**config.mk**
```make
export PLATFORM = sky130hd
export DESIGN_NAME = pair_imm_adder
export DESIGN_NICKNAME = d
export VERILOG_FILES = /design/src/rtl/pia_pkg.sv /design/src/rtl/pia_seq.sv /design/src/rtl/pia_addr_map.sv /design/src/rtl/pia_byte_alu.sv /design/src/rtl/pia_flags.sv /design/src/rtl/pair_imm_adder.sv
export SDC_FILE = /design/constraint.sdc
export NUM_CORES = 1
export LEC_CHECK = 0
export CAP_MARGIN = 5
export CORE_UTILIZATION = 45
export DETAILED_ROUTE_END_ITERATION = 8
export GPL_TIMING_DRIVEN = 0
export PLACE_DENSITY_LB_ADDON = 0.2
export SLEW_MARGIN = 20
export SYNTH_ARGS = -nofsm -noshare
export SYNTH_HDL_FRONTEND = slang
export SYNTH_HIERARCHICAL = 1
export SYNTH_SLANG_ARGS = --single-unit
```
**constraint.sdc**
```tcl
create_clock -name clk -period 3.75 [get_ports clk]
set_input_delay 0.75 -clock clk [delete_from_list [all_inputs] [get_ports clk]]
set_output_delay 0.75 -clock clk [all_outputs]
set_load 0.1 [all_outputs]
```
**src/rtl/pia_pkg.sv**
```systemverilog
package pia_pkg;

   typedef enum logic [1:0] {
      PH_IDLE = 2'd0,
      PH_LO   = 2'd1,
      PH_HI   = 2'd2
   } pia_phase_e;

   typedef struct packed {
      logic z;
      logic c;
      logic n;
      logic v;
      logic s;
   } pia_flags_t;

endpackage

```
**src/rtl/pia_seq.sv**
```systemverilog
module pia_seq
   import pia_pkg::*;
#(
   parameter int IMM_W  = 6,
   parameter int PSEL_W = 2
) (
   input  logic              clk,
   input  logic              rst_n,
   input  logic              start_i,
   input  logic              sub_i,
   input  logic [IMM_W-1:0]  imm_i,
   input  logic [PSEL_W-1:0] pair_i,
   output pia_phase_e        phase_o,
   output logic              sub_o,
   output logic [IMM_W-1:0]  imm_o,
   output logic [PSEL_W-1:0] pair_o,
   output logic              done_o
);

   pia_phase_e phase_q;

   always_ff @(posedge clk) begin
      if (!rst_n) begin
         phase_q <= PH_IDLE;
         sub_o   <= 1'b0;
         imm_o   <= '0;
         pair_o  <= '0;
         done_o  <= 1'b0;
      end else begin
         done_o <= (phase_q == PH_HI);
         case (phase_q)
            PH_IDLE: begin
               if (start_i) begin
                  phase_q <= PH_LO;
                  sub_o   <= sub_i;
                  imm_o   <= imm_i;
                  pair_o  <= pair_i;
               end
            end
            PH_LO:   phase_q <= PH_HI;
            PH_HI:   phase_q <= PH_IDLE;
            default: phase_q <= PH_IDLE;
         endcase
      end
   end

   assign phase_o = phase_q;

endmodule

```
**src/rtl/pia_addr_map.sv**
```systemverilog
module pia_addr_map #(
   parameter int REG_COUNT  = 32,
   parameter int PAIR_COUNT = 4,
   parameter int ADDR_W     = 5,
   parameter int PSEL_W     = 2
) (
   input  logic [PSEL_W-1:0] pair_i,
   input  logic              hi_i,
   output logic [ADDR_W-1:0] addr_o
);

   localparam int FIRST_ROW = (REG_COUNT - 2 * PAIR_COUNT) / 2;

   logic [ADDR_W-2:0] row_tab [PAIR_COUNT];

   for (genvar g = 0; g < PAIR_COUNT; g++) begin : g_row
      assign row_tab[g] = (ADDR_W-1)'(FIRST_ROW + g);
   end

   assign addr_o = {row_tab[pair_i], hi_i};

endmodule

```
**src/rtl/pia_byte_alu.sv**
```systemverilog
module pia_byte_alu #(
   parameter int W = 8
) (
   input  logic [W-1:0] a_i,
   input  logic [W-1:0] b_i,
   input  logic         cin_i,
   input  logic         sub_i,
   output logic [W-1:0] res_o,
   output logic         cout_o
);

   logic [W:0] ext;

   always_comb begin
      if (sub_i)
         ext = {1'b0, a_i} - {1'b0, b_i} - {{W{1'b0}}, cin_i};
      else
         ext = {1'b0, a_i} + {1'b0, b_i} + {{W{1'b0}}, cin_i};
   end

   assign res_o  = ext[W-1:0];
   assign cout_o = ext[W];

endmodule

```
**src/rtl/pia_flags.sv**
```systemverilog
module pia_flags
   import pia_pkg::*;
#(
   parameter int W = 8
) (
   input  logic         clk,
   input  logic         rst_n,
   input  logic         load_i,
   input  logic         sub_i,
   input  logic         a_msb_i,
   input  logic         b_msb_i,
   input  logic [W-1:0] res_i,
   input  logic         cout_i,
   input  logic         lo_zero_i,
   output pia_flags_t   flags_o
);

   pia_flags_t nxt;

   always_comb begin
      nxt.z = lo_zero_i & ~(|res_i);
      nxt.c = cout_i;
      nxt.n = res_i[W-1];
      if (sub_i)
         nxt.v = (a_msb_i ^ b_msb_i) & (a_msb_i ^ res_i[W-1]);
      else
         nxt.v = ~(a_msb_i ^ b_msb_i) & (a_msb_i ^ res_i[W-1]);
      nxt.s = nxt.n ^ nxt.v;
   end

   always_ff @(posedge clk) begin
      if (!rst_n)
         flags_o <= '0;
      else if (load_i)
         flags_o <= nxt;
   end

endmodule

```
**src/rtl/pair_imm_adder.sv**
```systemverilog
module pair_imm_adder
   import pia_pkg::*;
#(
   parameter int REG_COUNT  = 32,
   parameter int PAIR_COUNT = 4,
   parameter int DATA_W     = 8,
   parameter int IMM_W      = 6,
   localparam int ADDR_W    = $clog2(REG_COUNT),
   localparam int PSEL_W    = $clog2(PAIR_COUNT)
) (
   input  logic              clk,
   input  logic              rst_n,
   input  logic              start_i,
   input  logic              sub_i,
   input  logic [IMM_W-1:0]  imm_i,
   input  logic [PSEL_W-1:0] pair_i,
   output logic [ADDR_W-1:0] rf_raddr_o,
   input  logic [DATA_W-1:0] rf_rdata_i,
   output logic              rf_we_o,
   output logic [ADDR_W-1:0] rf_waddr_o,
   output logic [DATA_W-1:0] rf_wdata_o,
   output logic              busy_o,
   output logic              done_o,
   output logic              z_o,
   output logic              c_o,
   output logic              n_o,
   output logic              v_o,
   output logic              s_o
);

   if (IMM_W > DATA_W) begin : g_chk_imm
      $error("pair_imm_adder: IMM_W must not exceed DATA_W");
   end
   if ((1 << PSEL_W) != PAIR_COUNT || PAIR_COUNT < 2) begin : g_chk_pairs
      $error("pair_imm_adder: PAIR_COUNT must be a power of two, at least 2");
   end
   if (2 * PAIR_COUNT > REG_COUNT || (REG_COUNT % 2) != 0) begin : g_chk_regs
      $error("pair_imm_adder: REG_COUNT must be even and hold all pairs");
   end

   pia_phase_e        phase;
   logic              sub_q;
   logic [IMM_W-1:0]  imm_q;
   logic [PSEL_W-1:0] pair_q;
   logic              carry_q;
   logic              lo_zero_q;
   logic [DATA_W-1:0] op_b;
   logic              cin;
   logic [DATA_W-1:0] alu_res;
   logic              alu_cout;
   pia_flags_t        flags;

   pia_seq #(.IMM_W(IMM_W), .PSEL_W(PSEL_W)) u_seq (
      .clk     (clk),
      .rst_n   (rst_n),
      .start_i (start_i),
      .sub_i   (sub_i),
      .imm_i   (imm_i),
      .pair_i  (pair_i),
      .phase_o (phase),
      .sub_o   (sub_q),
      .imm_o   (imm_q),
      .pair_o  (pair_q),
      .done_o  (done_o)
   );

   pia_addr_map #(
      .REG_COUNT  (REG_COUNT),
      .PAIR_COUNT (PAIR_COUNT),
      .ADDR_W     (ADDR_W),
      .PSEL_W     (PSEL_W)
   ) u_map (
      .pair_i (pair_q),
      .hi_i   (phase == PH_HI),
      .addr_o (rf_raddr_o)
   );

   assign op_b = (phase == PH_LO) ? DATA_W'(imm_q) : '0;
   assign cin  = (phase == PH_HI) ? carry_q : 1'b0;

   pia_byte_alu #(.W(DATA_W)) u_alu (
      .a_i    (rf_rdata_i),
      .b_i    (op_b),
      .cin_i  (cin),
      .sub_i  (sub_q),
      .res_o  (alu_res),
      .cout_o (alu_cout)
   );

   always_ff @(posedge clk) begin
      if (!rst_n) begin
         carry_q   <= 1'b0;
         lo_zero_q <= 1'b0;
      end else if (phase == PH_LO) begin
         carry_q   <= alu_cout;
         lo_zero_q <= ~(|alu_res);
      end
   end

   pia_flags #(.W(DATA_W)) u_flags (
      .clk       (clk),
      .rst_n     (rst_n),
      .load_i    (phase == PH_HI),
      .sub_i     (sub_q),
      .a_msb_i   (rf_rdata_i[DATA_W-1]),
      .b_msb_i   (1'b0),
      .res_i     (alu_res),
      .cout_i    (alu_cout),
      .lo_zero_i (lo_zero_q),
      .flags_o   (flags)
   );

   assign busy_o     = (phase != PH_IDLE);
   assign rf_we_o    = busy_o;
   assign rf_waddr_o = rf_raddr_o;
   assign rf_wdata_o = alu_res;

   assign z_o = flags.z;
   assign c_o = flags.c;
   assign n_o = flags.n;
   assign v_o = flags.v;
   assign s_o = flags.s;

endmodule

```
==> results of run 1 <==
-- worst register-to-register path: stages, from the launching register on --
cell and delay [ps]:
dfxtp_4 370, nor2b_4 140, buf_6 120, and2_4 160, inv_1 50, fa_2 360
nor2_4 140, a221oi_4 90, o41ai_2 340, mux2_2 380, a211o_4 290, buf_4 170
nor4b_1 300, nand4_1 140, nand2_1 70
-- power groups by stage --
stage               Sequential (mW)  Clock [mW]  Combinational [mW]
floorplan                     0.237           0               0.304
global placement              0.225           0               0.401
detailed placement            0.225           0               0.404
CTS                           0.220       0.142               0.433
global route                  0.222       0.149               0.485
finish                        0.220       0.137               0.460
-- final timing paths --
check                                     endpoint  cells after the start              from  slack [ps]
worst max-delay path                 rf_wdata_o[7]                      9     rf_rdata_i[2]          60
worst min-delay path                u_seq/imm_o[3]                      2    u_seq/imm_o[3]         460
worst max register to register  u_flags/flags_o[4]                     14  u_seq/phase_o[0]         570
worst min register to register      u_seq/imm_o[3]                      2    u_seq/imm_o[3]         460
-- final cells by class --
class	count	area (um^2)
Buffer	17	124
Multi-Input combinational cell	165	1530
Timing Repair Buffer	49	487
Fill cell	329	1230
Inverter	27	104
Sequential cell	19	388
Tap cell	50	62.6
Clock inverter	1	5.00
Clock buffer	3	41.3
-- cell usage after synthesis (all sizes together), types with 4 or more instances --
cell type	instances
inv	27
nand2	26
ha	21
dfxtp	19
mux2i	17
buf	16
a21oi	10
nor2	8
xnor2	8
and2	7
o21ai	7
nor3	5
fa	4
nor2b	4
xor2	4
-- layer usage --
| metal | vias to the layer above | part of all wire (%) | GRT usage [%] |
|---|---|---|---|
| met1 | 742 | 47 | 25.6 |
| met5 | - | 0 | 0 |
| li1 | 861 | - | - |
| met4 | 0 | 0.73 | 4.79 |
| met2 | 37 | 48 | 31.1 |
| met3 | 4 | 3.6 | 1.90 |
-- cells by family (layout without fill, tap and decap cells) --
group / after synthesis / after routing
and+or+nand+nor: 70 / 70
buffers and inverters: 44 / 97
AOI/OAI and AO/OA: 33 / 33
adders and majority gates: 25 / 25
DFF: 19 / 19
muxes: 18 / 18
xor gates and xnor gates: 12 / 12
other: 2 / 7
-- registers in the layout, indices dropped and copies added (netlist names) --
name             flops
u_seq/imm_o          6
u_flags/flags_o      5
u_seq/pair_o         2
u_seq/phase_o        2
carry_q              1
lo_zero_q            1
u_seq/done_o         1
u_seq/sub_o          1
-- repair_timing --
action	CTS	global route
resized for setup	65	35
hold endpoints to repair	0	0
endpoints found under the setup margin	8	7
pin swaps	7	12
setup buffers	4	4
==> impl_results.html, run 1 <==
<table>
<tr><th>Metric</th><th>Value</th></tr>
<tr><th colspan="2">Outcome</th></tr>
<tr><td>Outcome</td><td>complete, no violations</td></tr>
<tr><th colspan="2">Critical path</th></tr>
<tr><td>Buffers &amp; Inverters on Critical Path</td><td>3</td></tr>
<tr><td>Kind of start point of the critical path</td><td>input pin</td></tr>
<tr><td>Largest fanout of any net on the critical path</td><td>4</td></tr>
<tr><td>Largest delay contributor family on the critical path</td><td>buffers and inverters</td></tr>
<tr><td>Required time worst endpoint</td><td>3000 ps</td></tr>
<tr><td>Worst Setup End Kind</td><td>primary output</td></tr>
<tr><td>Setup Crit Path Kind</td><td>in2out</td></tr>
<tr><td>Slowest CP cell</td><td>clkdlybuf4s50_1</td></tr>
<tr><td>Maximum cell stage delay along the critical path</td><td>480 ps</td></tr>
<tr><td>CP cell instances</td><td>clkdlybuf4s50_1 -&gt; inv_1 -&gt; ha_4 -&gt; nor2_4 -&gt; a221oi_4 -&gt; o41ai_2 -&gt; mux2_2 -&gt; a211o_4 -&gt; buf_12</td></tr>
<tr><td>Arrival time at the worst endpoint</td><td>2940 ps</td></tr>
<tr><th colspan="2">Logic synthesis</th></tr>
<tr><td>Multiplexer share of the synthesized area</td><td>9.75%</td></tr>
<tr><td>Prevailing post-synth register cell</td><td>dfxtp_1</td></tr>
<tr><td>Synth Area in Simple Gates</td><td>20.6%</td></tr>
<tr><td>Post-Synthesis Cell Area</td><td>1860 um^2</td></tr>
<tr><td>Compound-gate portion of the synthesized area</td><td>12.6%</td></tr>
<tr><td>Post-Synth Adder-Cell Area</td><td>18.4%</td></tr>
<tr><td>Post-synth EDFFs</td><td>0</td></tr>
<tr><td>Share of synthesized registers carrying an async set or reset</td><td>0%</td></tr>
<tr><td>Yosys synthesis warning count</td><td>6</td></tr>
<tr><td>Ranking of synthesized cells by area</td><td>dfxtp_1 (20%), ha_1 (14%), mux2i_1 (9.1%)</td></tr>
<tr><td>Synthesized-area fraction occupied by xor and xnor cells</td><td>5.65%</td></tr>
<tr><td>Proportion of synthesized chip area in sequential cells</td><td>20.4%</td></tr>
<tr><td>Average size of a mapped cell</td><td>8.34 um^2</td></tr>
<tr><td>Main combinational cell family by area after synthesis</td><td>simple AND/OR/NAND/NOR gates</td></tr>
<tr><td>#FFs+latches synth</td><td>19</td></tr>
<tr><td>Portion of synthesized cell area occupied by the leading cell type</td><td>20.4%</td></tr>
<tr><td>Number of distinct library cell variants in the gate-level netlist after synthesis</td><td>45</td></tr>
<tr><td>Post-synthesis cell count</td><td>223</td></tr>
<tr><td>Synth area leader</td><td>dfxtp_1</td></tr>
<tr><th colspan="2">Clocking</th></tr>
<tr><td>Insertion delay of the later-clocked pin in the worst-skew pair</td><td>250 ps</td></tr>
<tr><td>Clock-pin slew on the worst setup and hold paths</td><td>60 ps</td></tr>
<tr><td>CTS tree</td><td>done</td></tr>
<tr><td>CTS Sinks</td><td>19</td></tr>
<tr><td>Clock Tree Root</td><td>clkbuf_8</td></tr>
<tr><td>H-tree levels</td><td>1</td></tr>
<tr><td>Count of hold-fix buffers inserted at cts</td><td>0</td></tr>
<tr><td>Deepest clock path buffer count</td><td>2</td></tr>
<tr><td>Total CTS buffers</td><td>3</td></tr>
<tr><th colspan="2">Timing</th></tr>
<tr><td>Worst Setup Slack, final</td><td>62.0 ps</td></tr>
<tr><td>Unrepaired setup endpoints after global routing</td><td>false</td></tr>
<tr><td>TNS Setup</td><td>0 ps</td></tr>
<tr><td>Slew at the pin closest to its max-slew limit</td><td>979 ps</td></tr>
<tr><td>Setup Viol. Count Final</td><td>0</td></tr>
<tr><td>Peak clock frequency supported by timing</td><td>271 MHz</td></tr>
<tr><td>Skew final</td><td>2.74 ps</td></tr>
<tr><td>Relative slew margins</td><td>34.6%</td></tr>
<tr><td>Max Slew Vio Count</td><td>0</td></tr>
<tr><td>Min Clock Period, post-route</td><td>3690 ps</td></tr>
<tr><td>Fin Hold WS</td><td>457 ps</td></tr>
<tr><td>Final Hold Fails</td><td>0</td></tr>
<tr><td>Tcrit/Tclk final</td><td>98.3%</td></tr>
<tr><th colspan="2">Detailed routing</th></tr>
<tr><td>Number of vias per cell</td><td>4.97</td></tr>
<tr><td>Count of antenna-violating nets left after detailed routing</td><td>0</td></tr>
<tr><td>Routed length per instance</td><td>12.7 um</td></tr>
<tr><td>Detailed-route DRC error count</td><td>0</td></tr>
<tr><td>Final wirelength</td><td>4.22 mm</td></tr>
<tr><td>Detailed-router iteration count before antenna repair</td><td>4</td></tr>
<tr><td>DR iter-0 viols</td><td>46</td></tr>
<tr><td>Detailed-route via count</td><td>1644</td></tr>
<tr><th colspan="2">Final layout</th></tr>
<tr><td>Top library cells by usage in the layout, fill and taps aside</td><td>clkdlybuf4s50_1 (29), nand2_1 (24), buf_4 (22)</td></tr>
<tr><td>Final Cell Area</td><td>2740 um^2</td></tr>
<tr><td>Leading cell type in the layout, fill and taps excluded</td><td>clkdlybuf4s50_1</td></tr>
<tr><td>NumNets Final</td><td>327</td></tr>
<tr><td>Synthesis-to-finish area growth</td><td>47.3%</td></tr>
<tr><td>Final Instance Count excl. Fillers</td><td>331</td></tr>
<tr><td>Utilization after layout</td><td>69.0%</td></tr>
<tr><td>N_diodes</td><td>0</td></tr>
<tr><td>Fraction of layout cells with a size suffix above 1</td><td>30.6%</td></tr>
<tr><th colspan="2">Power and ir drop</th></tr>
<tr><td>Leak Pwr</td><td>1.20 nW</td></tr>
<tr><td>Relative contribution of sequential cells to total power</td><td>26.9%</td></tr>
<tr><td>Pwr/cell area</td><td>298 nW/um^2</td></tr>
<tr><td>Worst supply voltage drop on vdd</td><td>0.000236 V</td></tr>
<tr><td>Internal</td><td>452 uW</td></tr>
<tr><td>Net switching component of the power</td><td>365 uW</td></tr>
<tr><td>Clock share of power</td><td>16.8%</td></tr>
<tr><td>Final Total Pwr</td><td>817 uW</td></tr>
<tr><td>Comb power frac</td><td>56.3%</td></tr>
<tr><td>Switching part of the total</td><td>44.7%</td></tr>
<tr><th colspan="2">Hold path</th></tr>
<tr><td>Classification of the worst-slack hold path</td><td>reg2reg</td></tr>
<tr><th colspan="2">Die</th></tr>
<tr><td>I/O pins</td><td>46</td></tr>
<tr><td>Row count</td><td>23</td></tr>
<tr><td>Initial core utilization</td><td>46.8%</td></tr>
<tr><td>Die area</td><td>4400 um^2</td></tr>
<tr><td>Die X-Extent</td><td>66.3 um</td></tr>
<tr><td>Chip Height</td><td>66.3 um</td></tr>
<tr><td>Floorplan Core Area</td><td>3970 um^2</td></tr>
<tr><th colspan="2">Placement</th></tr>
<tr><td>Standard cell area after detailed placement</td><td>2390 um^2</td></tr>
<tr><td>Worst setup slack before clock tree synthesis</td><td>-1280 ps</td></tr>
<tr><td>IO buf count</td><td>41</td></tr>
<tr><td>HPWL reported at the end of detailed placement</td><td>3.07 mm</td></tr>
<tr><td>Routability-driven placement congestion ratio</td><td>0.774</td></tr>
<tr><td>Placed Cells incl. Taps</td><td>319</td></tr>
<tr><th colspan="2">GRT</th></tr>
<tr><td>Vias in the first global route</td><td>1411</td></tr>
<tr><td>Global-route wire length before repair</td><td>6.33 mm</td></tr>
<tr><td>Overall fraction of global-route tracks in use</td><td>18.7%</td></tr>
<tr><td>Maximum number of pins on one net before global-route repair</td><td>13</td></tr>
<tr><td>Initial antenna violation count</td><td>0</td></tr>
<tr><td>Remaining Overflow, GRT</td><td>0</td></tr>
<tr><th colspan="2">Run</th></tr>
<tr><td>Max-cap violations</td><td>0</td></tr>
</table>
No activity file was read; power rests on OpenSTA's default activity.
==> inputs of run 2 (changes only) <==
HOLD_SLACK_MARGIN = 0.05   (was default)
==> results of run 2 <==
Final layout, timing and power as in run 1 (identical DEF).
